## config.mk

```make
export PLATFORM = sky130hd
export DESIGN_NAME = cam_ctrl_regs
export DESIGN_NICKNAME = d
export VERILOG_FILES = /design/src/rtl/cam_regs_pkg.sv /design/src/rtl/cam_swrst_fsm.sv /design/src/rtl/cam_irq_collect.sv /design/src/rtl/cam_ctrl_regs.sv
export SDC_FILE = /design/constraint.sdc
export NUM_CORES = 1
export LEC_CHECK = 0
export ABC_AREA = 1
export ABC_CLOCK_PERIOD_IN_PS = 4000
export BUFFER_PORTS_ARGS = -buffer_cell sky130_fd_sc_hd__buf_2
export CORE_MARGIN = 2
export CORE_UTILIZATION = 55
export DETAILED_ROUTE_END_ITERATION = 7
export GPL_ROUTABILITY_DRIVEN = 0
export PLACE_DENSITY = 0.76
export SYNTH_ARGS = -nofsm -noshare
export SYNTH_HDL_FRONTEND = slang
export SYNTH_SLANG_ARGS = --single-unit
```

## constraint.sdc

```tcl
create_clock -name clk -period 4 [get_ports clk]
set_input_delay 0.4 -clock clk [delete_from_list [all_inputs] [get_ports clk]]
set_output_delay 0.4 -clock clk [all_outputs]
set_load 0.02 [all_outputs]
```

## src/rtl/cam_regs_pkg.sv

```systemverilog
package cam_regs_pkg;

    localparam int REG_W   = 32;
    localparam int ADDR_W  = 8;
    localparam int NUM_EV  = 4;
    localparam int PLAIN_N = 4;

    // register offsets
    localparam logic [ADDR_W-1:0] OFS_GCTRL  = 8'h04;
    localparam logic [ADDR_W-1:0] OFS_CAPEN  = 8'h08;
    localparam logic [ADDR_W-1:0] OFS_STAT   = 8'h40;
    localparam logic [ADDR_W-1:0] OFS_STAT2  = 8'h44;
    localparam logic [ADDR_W-1:0] PLAIN_OFS [PLAIN_N] = '{8'h00, 8'h10, 8'h14, 8'hFC};

    // global control bit positions
    localparam int BIT_RST_REQ  = 19;
    localparam int BIT_RST_RDY  = 18;
    localparam int BIT_RST_CMT  = 17;
    localparam int BIT_TPAT     = 15;
    localparam int BIT_SERIAL   = 3;
    localparam int BIT_DIS_LAST = 8;
    localparam int BIT_DIS_FEND = 7;
    localparam int BIT_DIS_FST  = 6;
    localparam int BIT_DIS_OVF  = 5;

    // capture enable and status positions
    localparam int BIT_CAPEN    = 31;
    localparam int STAT_SRC_LSB = 4;
    localparam int BIT_PEND     = 0;

    // event vector order (LSB first): frame end, frame start, last, overflow
    localparam int EV_FEND  = 0;
    localparam int EV_FST   = 1;
    localparam int EV_LAST  = 2;
    localparam int EV_OVF   = 3;

    typedef struct packed {
        logic ovf;
        logic last;
        logic fstart;
        logic fend;
    } cam_ev_t;

    // gather the per-source disable bits in event vector order
    function automatic logic [NUM_EV-1:0] ev_disables(input logic [REG_W-1:0] gc);
        logic [NUM_EV-1:0] d;
        d[EV_FEND] = gc[BIT_DIS_FEND];
        d[EV_FST]  = gc[BIT_DIS_FST];
        d[EV_LAST] = gc[BIT_DIS_LAST];
        d[EV_OVF]  = gc[BIT_DIS_OVF];
        return d;
    endfunction

endpackage

```

## src/rtl/cam_swrst_fsm.sv

```systemverilog
module cam_swrst_fsm (
    input  logic clk,
    input  logic rst,
    input  logic req,
    input  logic commit,
    input  logic dp_idle,
    output logic ready,
    output logic dp_reset,
    output logic self_clr
);
    logic done_q;

    assign dp_reset = ready & commit;
    assign self_clr = done_q;

    always_ff @(posedge clk) begin
        if (rst) begin
            ready  <= 1'b0;
            done_q <= 1'b0;
        end else begin
            done_q <= dp_reset;
            if (dp_reset || !req)
                ready <= 1'b0;
            else if (dp_idle && !done_q)
                ready <= 1'b1;
        end
    end
endmodule

```

## src/rtl/cam_irq_collect.sv

```systemverilog
module cam_irq_collect
    import cam_regs_pkg::*;
(
    input  logic              clk,
    input  logic              rst,
    input  logic [NUM_EV-1:0] ev,
    input  logic [NUM_EV-1:0] dis,
    input  logic              st_wr,
    input  logic [NUM_EV-1:0] st_keep_src,
    input  logic              st_keep_pend,
    input  logic              st2_wr,
    input  logic [1:0]        st2_keep,
    output logic [NUM_EV-1:0] src,
    output logic              pend,
    output logic [1:0]        st2
);
    logic [1:0] st2_set;
    assign st2_set = {ev[EV_LAST], ev[EV_FEND]};

    for (genvar i = 0; i < NUM_EV; i++) begin : g_src
        always_ff @(posedge clk) begin
            if (rst)
                src[i] <= 1'b0;
            else
                src[i] <= (src[i] & ~(st_wr & ~st_keep_src[i])) | ev[i];
        end
    end

    for (genvar j = 0; j < 2; j++) begin : g_st2
        always_ff @(posedge clk) begin
            if (rst)
                st2[j] <= 1'b0;
            else
                st2[j] <= (st2[j] & ~(st2_wr & ~st2_keep[j])) | st2_set[j];
        end
    end

    always_ff @(posedge clk) begin
        if (rst)
            pend <= 1'b0;
        else
            pend <= (pend & ~(st_wr & ~st_keep_pend)) | (|(ev & ~dis));
    end
endmodule

```

## src/rtl/cam_ctrl_regs.sv

```systemverilog
module cam_ctrl_regs
    import cam_regs_pkg::*;
(
    input  logic              clk,
    input  logic              rst,
    input  logic              reg_wr,
    input  logic [ADDR_W-1:0] reg_addr,
    input  logic [REG_W-1:0]  reg_wdata,
    output logic [REG_W-1:0]  reg_rdata,
    input  logic              ev_frame_start,
    input  logic              ev_frame_end,
    input  logic              ev_last_capture,
    input  logic              ev_overflow,
    input  logic              dp_idle,
    output logic              dp_reset,
    output logic              capture_en,
    output logic              test_pattern,
    output logic              serial_sel,
    output logic              irq
);
    logic [REG_W-1:0]  plain_q [PLAIN_N];
    logic [REG_W-1:0]  gc_q;
    logic              cap_q;
    logic              rst_ready;
    logic              rst_req;
    logic              self_clr;
    logic [NUM_EV-1:0] ev_vec;
    logic [NUM_EV-1:0] dis_vec;
    logic [NUM_EV-1:0] src_q;
    logic              pend_q;
    logic [1:0]        st2_q;
    cam_ev_t           ev_s;

    logic wr_gc, wr_cap, wr_st, wr_st2;
    assign wr_gc  = reg_wr && (reg_addr == OFS_GCTRL);
    assign wr_cap = reg_wr && (reg_addr == OFS_CAPEN);
    assign wr_st  = reg_wr && (reg_addr == OFS_STAT);
    assign wr_st2 = reg_wr && (reg_addr == OFS_STAT2);

    assign ev_s    = '{ovf: ev_overflow, last: ev_last_capture,
                       fstart: ev_frame_start, fend: ev_frame_end};
    assign ev_vec  = ev_s;
    assign dis_vec = ev_disables(gc_q);
    assign rst_req = gc_q[BIT_RST_REQ];

    // plain storage words
    for (genvar g = 0; g < PLAIN_N; g++) begin : g_plain
        always_ff @(posedge clk) begin
            if (rst)
                plain_q[g] <= '0;
            else if (reg_wr && (reg_addr == PLAIN_OFS[g]))
                plain_q[g] <= reg_wdata;
        end
    end

    // global control: ready bit is never stored, handshake bits self-clear
    always_ff @(posedge clk) begin
        if (rst) begin
            gc_q <= '0;
        end else begin
            logic [REG_W-1:0] nxt;
            nxt = gc_q;
            if (wr_gc)
                nxt = reg_wdata;
            nxt[BIT_RST_RDY] = 1'b0;
            if (self_clr) begin
                nxt[BIT_RST_REQ] = 1'b0;
                nxt[BIT_RST_CMT] = 1'b0;
            end
            gc_q <= nxt;
        end
    end

    always_ff @(posedge clk) begin
        if (rst)
            cap_q <= 1'b0;
        else if (wr_cap)
            cap_q <= reg_wdata[BIT_CAPEN];
    end

    cam_swrst_fsm u_swrst (
        .clk      (clk),
        .rst      (rst),
        .req      (gc_q[BIT_RST_REQ]),
        .commit   (gc_q[BIT_RST_CMT]),
        .dp_idle  (dp_idle),
        .ready    (rst_ready),
        .dp_reset (dp_reset),
        .self_clr (self_clr)
    );

    cam_irq_collect u_irq (
        .clk          (clk),
        .rst          (rst),
        .ev           (ev_vec),
        .dis          (dis_vec),
        .st_wr        (wr_st),
        .st_keep_src  (reg_wdata[STAT_SRC_LSB +: NUM_EV]),
        .st_keep_pend (reg_wdata[BIT_PEND]),
        .st2_wr       (wr_st2),
        .st2_keep     (reg_wdata[1:0]),
        .src          (src_q),
        .pend         (pend_q),
        .st2          (st2_q)
    );

    // read mux
    always_comb begin
        reg_rdata = '0;
        for (int k = 0; k < PLAIN_N; k++)
            if (reg_addr == PLAIN_OFS[k])
                reg_rdata = plain_q[k];
        case (reg_addr)
            OFS_GCTRL: begin
                reg_rdata = gc_q;
                reg_rdata[BIT_RST_RDY] = rst_ready;
            end
            OFS_CAPEN: reg_rdata[BIT_CAPEN] = cap_q;
            OFS_STAT: begin
                reg_rdata[STAT_SRC_LSB +: NUM_EV] = src_q;
                reg_rdata[BIT_PEND] = pend_q;
            end
            OFS_STAT2: reg_rdata[1:0] = st2_q;
            default: ;
        endcase
    end

    assign capture_en   = cap_q;
    assign test_pattern = gc_q[BIT_TPAT];
    assign serial_sel   = gc_q[BIT_SERIAL];
    assign irq          = pend_q;
endmodule

```

* After elaboration in Yosys (flattened, before gate mapping)
Memories as Yosys holds them, arrays and structs flattened. Index checks and enable logic that the tools add are counted.
Word-level totals: bits in registers 41, bits in latches 0, RAM bits 128, bits in read-only memories 0, input port bits 48, output and inout bits 37, word-level logic and storage cells 105, memories kept 1
Memory list:
- plain_q | words 4, width 32, rd ports 4, clocked after Yosys merged registers in 0, write ports 4, line cam_ctrl_regs.sv:21 | logic [REG_W-1:0] plain_q [PLAIN_N];
Operators by class: add/subtract/negate cells 0, multipliers 0, divide/modulo/power cells 0, order comparisons 0, eq/ne operators 7, shift operators 0, muxes and demuxes 28, bitwise operators 41, reduce and logical (&&, ||, !) cells 16
Operators with widths (number):
- 2-to-1 mux 32 bit | 8
- 2-to-1 mux 23 bit | 1
- == test 8 x 5 -> 1 bit, second input constant | 2
- == test 8 x 7 -> 1 bit, second input constant | 2
- bitwise AND 1 bit | 15
- 2-to-1 mux 1 bit | 14
- NOT 1 bit | 13
- bitwise OR 1 bit | 11
- logical AND 1 bit | 9
- == test 8 x 3 -> 1 bit, second input constant | 1
- == test 8 x 4 -> 1 bit, second input constant | 1
- == test 8 bit, second input constant | 1
- zero test 8 bit | 1
- case mux 4 bit (2 select lines) | 1
- bitwise AND 4 bit | 1
- NOT 4 bit | 1
- case mux 1 bit (2 select lines) | 2
- OR reduction 2 bit | 2
- OR reduction 4 bit | 1
- case mux 1 bit (3 select lines) | 1
- zero test 1 bit | 2
- 2-to-1 mux 2 bit | 1
- logical OR 1 bit | 1

* Longest topological paths before layout
Gate-level depths: netlist (run 1).
depth in word-level cells 6, depth in mapped cells 8, gate-level depth less buffers 8

* Cells and area by module
Synthesis (run 1) repeated with hierarchy kept, for this count alone.
Second synthesis, totals: cell total of the unflattened synthesis 864, area, all modules 7634.8 sq um
By module, submodules not included:
- cam_ctrl_regs | instances 1, cells each 816, area an instance 7280.7 sq um, seq. area each 4484.3 sq um
- cam_irq_collect | instances 1, cells each 38, area an instance 274.0 sq um, seq. area each 140.1 sq um
- cam_swrst_fsm | instances 1, cells each 10, area an instance 80.1 sq um, seq. area each 40.0 sq um

* Worst setup path after synthesis (run 1)
Ideal clock, no wire load.
path type input to register, start input reg_addr[5], end memory plain_q[2][0], enable pin, setup time 0.466 ns, arrival 3.149 ns, required time 3.534 ns, setup slack 0.386 ns, stages on the path 5, path buffers 0, cells stage by stage inv_1 -> nand2_1 -> nor2_4 -> nand2_1 -> o21ai_0
RTL lines:
- from (decl) | line cam_ctrl_regs.sv:7 | input logic [ADDR_W-1:0] reg_addr,
- to (decl) | line cam_ctrl_regs.sv:21

* Worst setup path in the final report (run 1)
start input reg_addr[1], end output reg_rdata[4]
On the way: cells in the longest elaborated chain, start to end 6, elaborated cells on any way between the ends 11, classes of those cells 5 x eq/ne; 5 x mux; 1 x reduce/logical
Ends and longest elaborated chain:
- zero test 8 bit | line cam_ctrl_regs.sv:111 | if (reg_addr == PLAIN_OFS[k])
- 2-to-1 mux 32 bit (4 in a row) | line cam_ctrl_regs.sv:111
- case mux 4 bit (2 select lines) * | line cam_ctrl_regs.sv:113 | case (reg_addr)
- to (decl) | line cam_ctrl_regs.sv:9 | output logic [REG_W-1:0] reg_rdata,
Every way passes the cells marked *; elsewhere a longest branch is shown, timed or not.

==> results of run 1 <==
## power by group
group,leakage (nW),internal (mW),switching (mW)
combinational,1.82,0.0404,0.117
clock,0.277,0.950,0.664
sequential,1.55,1.95,0.0210
total,3.64,2.94,0.802
## critical path: cells and delay by family
family / cells / cell delay (ns)
buf+inv: 3 / 0.63
simple gates: 6 / 0.99
## state kept, by name, summed over array words and instances, names as in the netlist
signal	count
plain_q	128
gc_q	31
u_irq.src	4
u_irq.st2	2
capture_en	1
u_irq.pend	1
u_swrst.ready	1
u_swrst.self_clr	1
## cell type report
class,count,area share
sequential,169,0.539
multi-input combinational,544,0.274
timing repair buffer,96,0.0590
clock buffer,21,0.0532
inverter,81,0.0352
tap,176,0.0255
clock inverter,11,0.0142
## layer usage
metal,track usage,up-vias
met3,0.0479,23
met2,0.412,172
li1,-,2875
met1,0.317,2782
met5,0,-
met4,0.0920,0
## worst paths after layout
kind	start	to	slack, ns
worst max register to register	gc_q[8]	u_irq.pend	3.19
worst min register to register	u_irq.st2[1]	u_irq.st2[1]	0.46
worst max-delay path	reg_addr[1]	reg_rdata[4]	1.57
worst min-delay path	reg_wdata[17]	gc_q[17]	0.21
## synthesized netlist by cell type, types with 3 or more instances
| cell type | number |
|---|---|
| nand2_2 | 3 |
| nor2_2 | 3 |
| nand4_1 | 28 |
| clkbuf_1 | 6 |
| nand3b_1 | 6 |
| buf_2 | 29 |
| inv_2 | 5 |
| a21oi_1 | 10 |
| edfxtp_1 | 128 |
| nor2_1 | 216 |
| inv_1 | 76 |
| nand3_1 | 70 |
| nor2_4 | 4 |
| nand2_1 | 164 |
| o21ai_1 | 29 |
| o21ai_0 | 4 |
| dfxtp_1 | 41 |
| buf_4 | 9 |
## cell families after synthesis
| family | synth area share |
|---|---|
| flops | 0.615 |
| compound gates | 0.0300 |
| simple gates | 0.280 |
| buf+inv | 0.0741 |
## placed cells by master, fill, tap and decap left out, types with 17 or more instances in the layout
| master | Yosys | final |
|---|---|---|
| o21ai_1 | 29 | 29 |
| nand3_1 | 70 | 70 |
| dfxtp_1 | 41 | 41 |
| edfxtp_1 | 128 | 128 |
| nor2_1 | 216 | 216 |
| clkbuf_16 | 0 | 17 |
| nand2_1 | 164 | 164 |
| nand4_1 | 28 | 28 |
| buf_2 | 29 | 84 |
| inv_1 | 76 | 76 |
==> results.py, run 1 <==
metrics = {
    "sta": {
        "rsz0062_at_grt": "false",
        "min_period_ns": 2.43,
        "fin_crit_sh": 0.606,
        "holdWs_ns": 0.211,
        "drv_slew": 0,
        "fmaxAchievable_mhz": 412,
        "fin_skew_ns": 0.00420,
        "relSlewSlack": 0.462,
        "hold_viol": 0,
        "tightest_slew_ns": 0.806,
        "final-setup-viol-count": 0,
        "finalSetupTns_ns": 0,
        "fin_ws_ns": 1.57,
    },
    "placed_design": {
        "placed_area_sq_um": 8070,
        "port_buffers": 84,
        "pre_cts_ws_ns": 1.37,
        "dpl.hpwl_um": 10600,
        "place_inst": 1066,
    },
    "synthesis": {
        "avgSynthCellArea_sq_um": 9.02,
        "synth_top_cell_by_area": "edfxtp_1",
        "synth-async-reset-ratio": 0,
        "synth_area_leaders": "edfxtp_1 (51%), dfxtp_1 (11%), nor2_1 (11%), nand2_1 (8.1%), nand3_1 (4.6%)",
        "synth_edf_count": 128,
        "seq_area_frac_synth": 0.615,
        "synth_area_sq_um": 7580,
        "synth_warnings": 0,
        "synthCells": 840,
        "synthesis.nets": 888,
        "synth_cell_type_count": 23,
        "ys.flop_type": "edfxtp_1",
        "synth-seq-cells": 169,
        "synth_top_area_share": 0.507,
    },
    "pwr": {
        "powerDensity_nw_per_um2": 433,
        "p_leak_nw": 3.64,
        "power_mw": 3.75,
        "ir_worst_vdd_mv": 0.342,
    },
    "clock_network": {
        "worstSkewPairLatency_ns": 0.43,
        "h-tree-depth": 4,
        "clkTransAtPathRegs_ns": 0.06,
        "cts_setup_buffers": 0,
        "hold_buffers": 0,
        "cts_resized": 0,
        "cts-root-buf": "clkbuf_16",
        "cts_buffers": 17,
        "cts_tree": "yes",
        "clk_path_buf_depth": 2,
        "clock_sinks": 169,
    },
    "drt": {
        "dr_wl_met2_um": 8520,
        "wl_met3_um": 905,
        "drt.antenna.violating_nets": 0,
        "wirelength_um": 17300,
        "drcViolationCount": 0,
        "maxUsedRoutingLayer": "met4",
        "wl_per_cell_um": 15.8,
        "met1_length_um": 7580,
        "initialDrtViolationCount": 480,
        "dr_total_vias": 5852,
        "via_per_inst": 5.33,
        "dr.pass1.iters": 5,
    },
    "final_layout": {
        "stdcell_area_sq_um": 8650,
        "nets": 957,
        "fin_util": 0.648,
        "synthToLayoutAreaGrowth_pct": 14.1,
        "seq_area_sq_um": 4660,
        "multi_input_area_sq_um": 2370,
        "stdcell_count": 1098,
        "drive_above_1_share": 0.158,
        "fill_cells": 1095,
        "antenna_cells": 0,
    },
    "critical_path": {
        "crit_chain": "buf_2 -> nor2_4 -> nand3_1 -> nor2_4 -> buf_4 -> nand2_1 -> nand2_1 -> nand3b_1 -> buf_2",
        "worstPathMaxFanout": 18,
        "start_kind": "input port",
        "cp_data_arrival_time_ns": 2.03,
        "end_kind": "primary output",
        "critPathMaxStageDelay_ns": 0.46,
        "cp.required_ns": 3.60,
        "slowest_stage": "nor2_4",
        "path_class": "in2out",
        "rr_worst_depth": 3,
    },
    "global_routing": {
        "antenna_found_initial": 0,
        "grt_pass1_vias": 5618,
        "grt_pass1_wl_um": 27400,
        "grt_usage": 0.245,
        "grt-ovfl-total": 0,
        "grt_max_degree": 60,
    },
    "die": {
        "ioPinCount": 85,
        "core_area_sq_um": 13300,
        "dieHeight_um": 121,
        "fp.dieW_um": 121,
        "die_area_sq_um": 14700,
        "initial_core_util": 0.568,
        "rows": 42,
    },
    "hold_path": {
        "hp-class": "in2reg",
        "hold_depth": 3,
    },
    "job": {
        "max_cap_violations": 0,
    },
    "outcome": {
        "status": "completed",
    },
}
No activity file was read; power rests on OpenSTA's default activity.
==> run 2, diff against run 1 <==
- ABC_AREA: 1 -> 0
- ABC_CLOCK_PERIOD_IN_PS: 4000 -> 2400
- PLACE_DENSITY: 0.76 -> 0.75
- clock period: 4 -> 2.4 ns (I/O delays scaled with it)
==> results.py, run 2 <==
metrics = {
    "drt": {
        "dr_total_vias": 5742,
        "dr.pass1.iters": 5,
        "drcViolationCount": 0,
        "initialDrtViolationCount": 589,
        "wl_per_cell_um": 20.3,
        "via_per_inst": 5.90,
        "drt.antenna.violating_nets": 0,
        "wirelength_um": 19700,
    },
    "final_layout": {
        "drive_above_1_share": 0.206,
        "top_regs": "plain_q: 128 flops, gc_q: 31 flops, u_irq.src: 4 flops",
        "stdcell_area_sq_um": 9030,
        "top_register": "plain_q",
        "stdcell_count": 973,
        "largest_reg_flops": 128,
        "antenna_cells": 0,
        "synthToLayoutAreaGrowth_pct": 16.1,
        "nets": 828,
        "fill_cells": 1049,
        "final_common_cell": "and2_1",
        "mostFrequentLayoutCells": "and2_1 (129), edfxtp_1 (128), nand2_1 (87)",
        "fin_util": 0.653,
    },
    "sta": {
        "fmaxAchievable_mhz": 449,
        "fin_crit_sh": 0.927,
        "rsz0062_at_grt": "false",
        "drv_slew": 0,
        "final-setup-viol-count": 0,
        "relSlewSlack": 0.635,
        "fin_skew_ns": 0.00227,
        "tightest_slew_ns": 0.547,
        "hold_viol": 0,
        "min_period_ns": 2.23,
        "finalSetupTns_ns": 0,
    },
    "synthesis": {
        "synth_edf_count": 128,
        "seq_area_frac_synth": 0.600,
        "ys.flop_type": "edfxtp_1",
        "synth_top_cell_by_area": "edfxtp_1",
        "synthCells": 686,
        "synth_cell_type_count": 45,
        "synth_area_sq_um": 7780,
        "synthesis.nets": 734,
        "synth_top_area_share": 0.494,
        "avgSynthCellArea_sq_um": 11.3,
        "synth_area_leaders": "edfxtp_1 (49%), dfxtp_1 (11%), and2_1 (10%), mux2i_1 (4.6%), nand2_1 (4.2%)",
        "synth-seq-cells": 169,
        "synth.most_common_cell": "and2_1",
        "synth-async-reset-ratio": 0,
        "synthTopCellsByCount": "and2_1 (130), edfxtp_1 (128), nand2_1 (87)",
        "synth_warnings": 0,
    },
    "clock_network": {
        "worstSkewPairLatency_ns": 0.42,
        "cts_setup_buffers": 0,
        "cts_tree": "yes",
        "clock_sinks": 169,
        "cts-root-buf": "clkbuf_16",
        "clkTransAtPathRegs_ns": 0.06,
        "clk_path_buf_depth": 2,
        "h-tree-depth": 4,
        "cts_buffers": 17,
    },
    "critical_path": {
        "start_kind": "input port",
        "crit_family": "simple AND/OR/NAND/NOR gates",
        "worst-path-stages": 6,
        "crit_chain": "buf_2 -> or3_1 -> buf_4 -> or2_4 -> o21ai_0 -> buf_2",
        "worstPathMaxFanout": 22,
        "critPathMostFrequentCell": "buf_2",
        "cp_num_buf_inv": 3,
        "rr_worst_depth": 3,
        "crit_start": "reg_addr[5]",
        "slowest_stage": "or3_1",
        "cp_data_arrival_time_ns": 1.99,
        "critPathMaxStageDelay_ns": 0.46,
        "r2r_slack_ns": 1.55,
        "r2r-end": "u_swrst.ready",
        "cp.required_ns": 2.16,
        "crit_end": "reg_rdata[16]",
        "path_class": "in2out",
        "end_kind": "primary output",
        "timing.rr.start": "u_swrst.ready",
    },
    "die": {
        "initial_core_util": 0.562,
        "die_area_sq_um": 15100,
        "core_area_sq_um": 13800,
        "dieHeight_um": 123,
        "rows": 43,
        "fp.dieW_um": 123,
        "ioPinCount": 85,
    },
    "global_routing": {
        "grt_usage": 0.275,
        "grt_pass1_wl_um": 30600,
        "grt_max_degree": 33,
        "grt_pass1_vias": 5631,
        "grt-ovfl-total": 0,
        "antenna_found_initial": 0,
    },
    "pwr": {
        "ir_worst_vdd_mv": 0.444,
        "p_leak_nw": 3.41,
        "powerDensity_nw_per_um2": 669,
    },
    "hold_path": {
        "hold_depth": 3,
        "hp-class": "in2reg",
    },
    "job": {
        "max_cap_violations": 0,
    },
    "placed_design": {
        "placed_area_sq_um": 8530,
        "place_inst": 941,
        "dpl.hpwl_um": 12600,
        "port_buffers": 84,
    },
    "outcome": {
        "status": "completed",
    },
}
[run 2: cell families after synthesis]
logic type	count (synthesis)	share of synthesized area
AO/OA/AOI/OAI	122	0.0993
multiplexers	37	0.0478
flip-flops	169	0.600
AND/OR/NAND/NOR	303	0.212
buffers and inverters	55	0.0407
[run 2: cell type report]
cell class | instances | area (sq um) | share of cell area
flip-flops and latches | 169 | 4660 | 0.517
multi-input cells | 462 | 2800 | 0.311
repair buffers | 125 | 816 | 0.0904
clock inverters | 6 | 30.0 | 0.00333
clock buffers | 26 | 469 | 0.0520
inverters | 5 | 18.8 | 0.00208
well taps | 180 | 225 | 0.0250
[run 2: tightest hold or removal path, cell delays in order]
cell and delay (ns):
buf_2 0.08, inv_1 0.05, a21oi_1 0.11
[run 2: worst min path at each step]
stage,from,endpoint,slack [ns]
after floorplan,reg_wdata[0],gc_q[0],0.38
after global placement,gc_q[27],gc_q[27],0.44
after detailed placement,u_swrst.self_clr,gc_q[17],0.44
after CTS,ev_overflow,u_irq.src[3],0.07
after global routing,ev_frame_start,u_irq.src[1],0.09
final,ev_overflow,u_irq.src[3],0.08
[run 2: repair_timing]
| item | 4_1_cts | 5_1_grt |
|---|---|---|
| setup endpoints to repair | 0 | 6 |
| hold buffers | 0 | 0 |
| gates resized for setup | 0 | 1 |
[run 2: routing by layer]
metal	vias up	GRT usage	wire, um
met5	-	0	0
met4	0	0.0898	274
met3	18	0.0521	1410
met2	258	0.441	9580
met1	2834	0.381	8460
li1	2632	-	-
[run 2: through the flow]
stage | setup slack [ns] | hold slack (ns) | power, mW
after global placement | 0.113 | 0.441 | 3.71
final | 0.174 | 0.0831 | 6.04
after detailed placement | 0.0311 | 0.445 | 3.73
after global routing | 0.0616 | 0.0902 | 6.21
after CTS | 0.0271 | 0.0743 | 6.05
after floorplan | 0.0538 | 0.376 | 3.54
[run 2: report_power, final]
part | internal, mW | total [mW] | leakage (nW) | switching [mW]
combinational | 0.131 | 0.375 | 1.62 | 0.243
sequential | 3.26 | 3.30 | 1.55 | 0.0389
clock | 1.34 | 2.37 | 0.241 | 1.03
total | 4.72 | 6.04 | 3.41 | 1.32
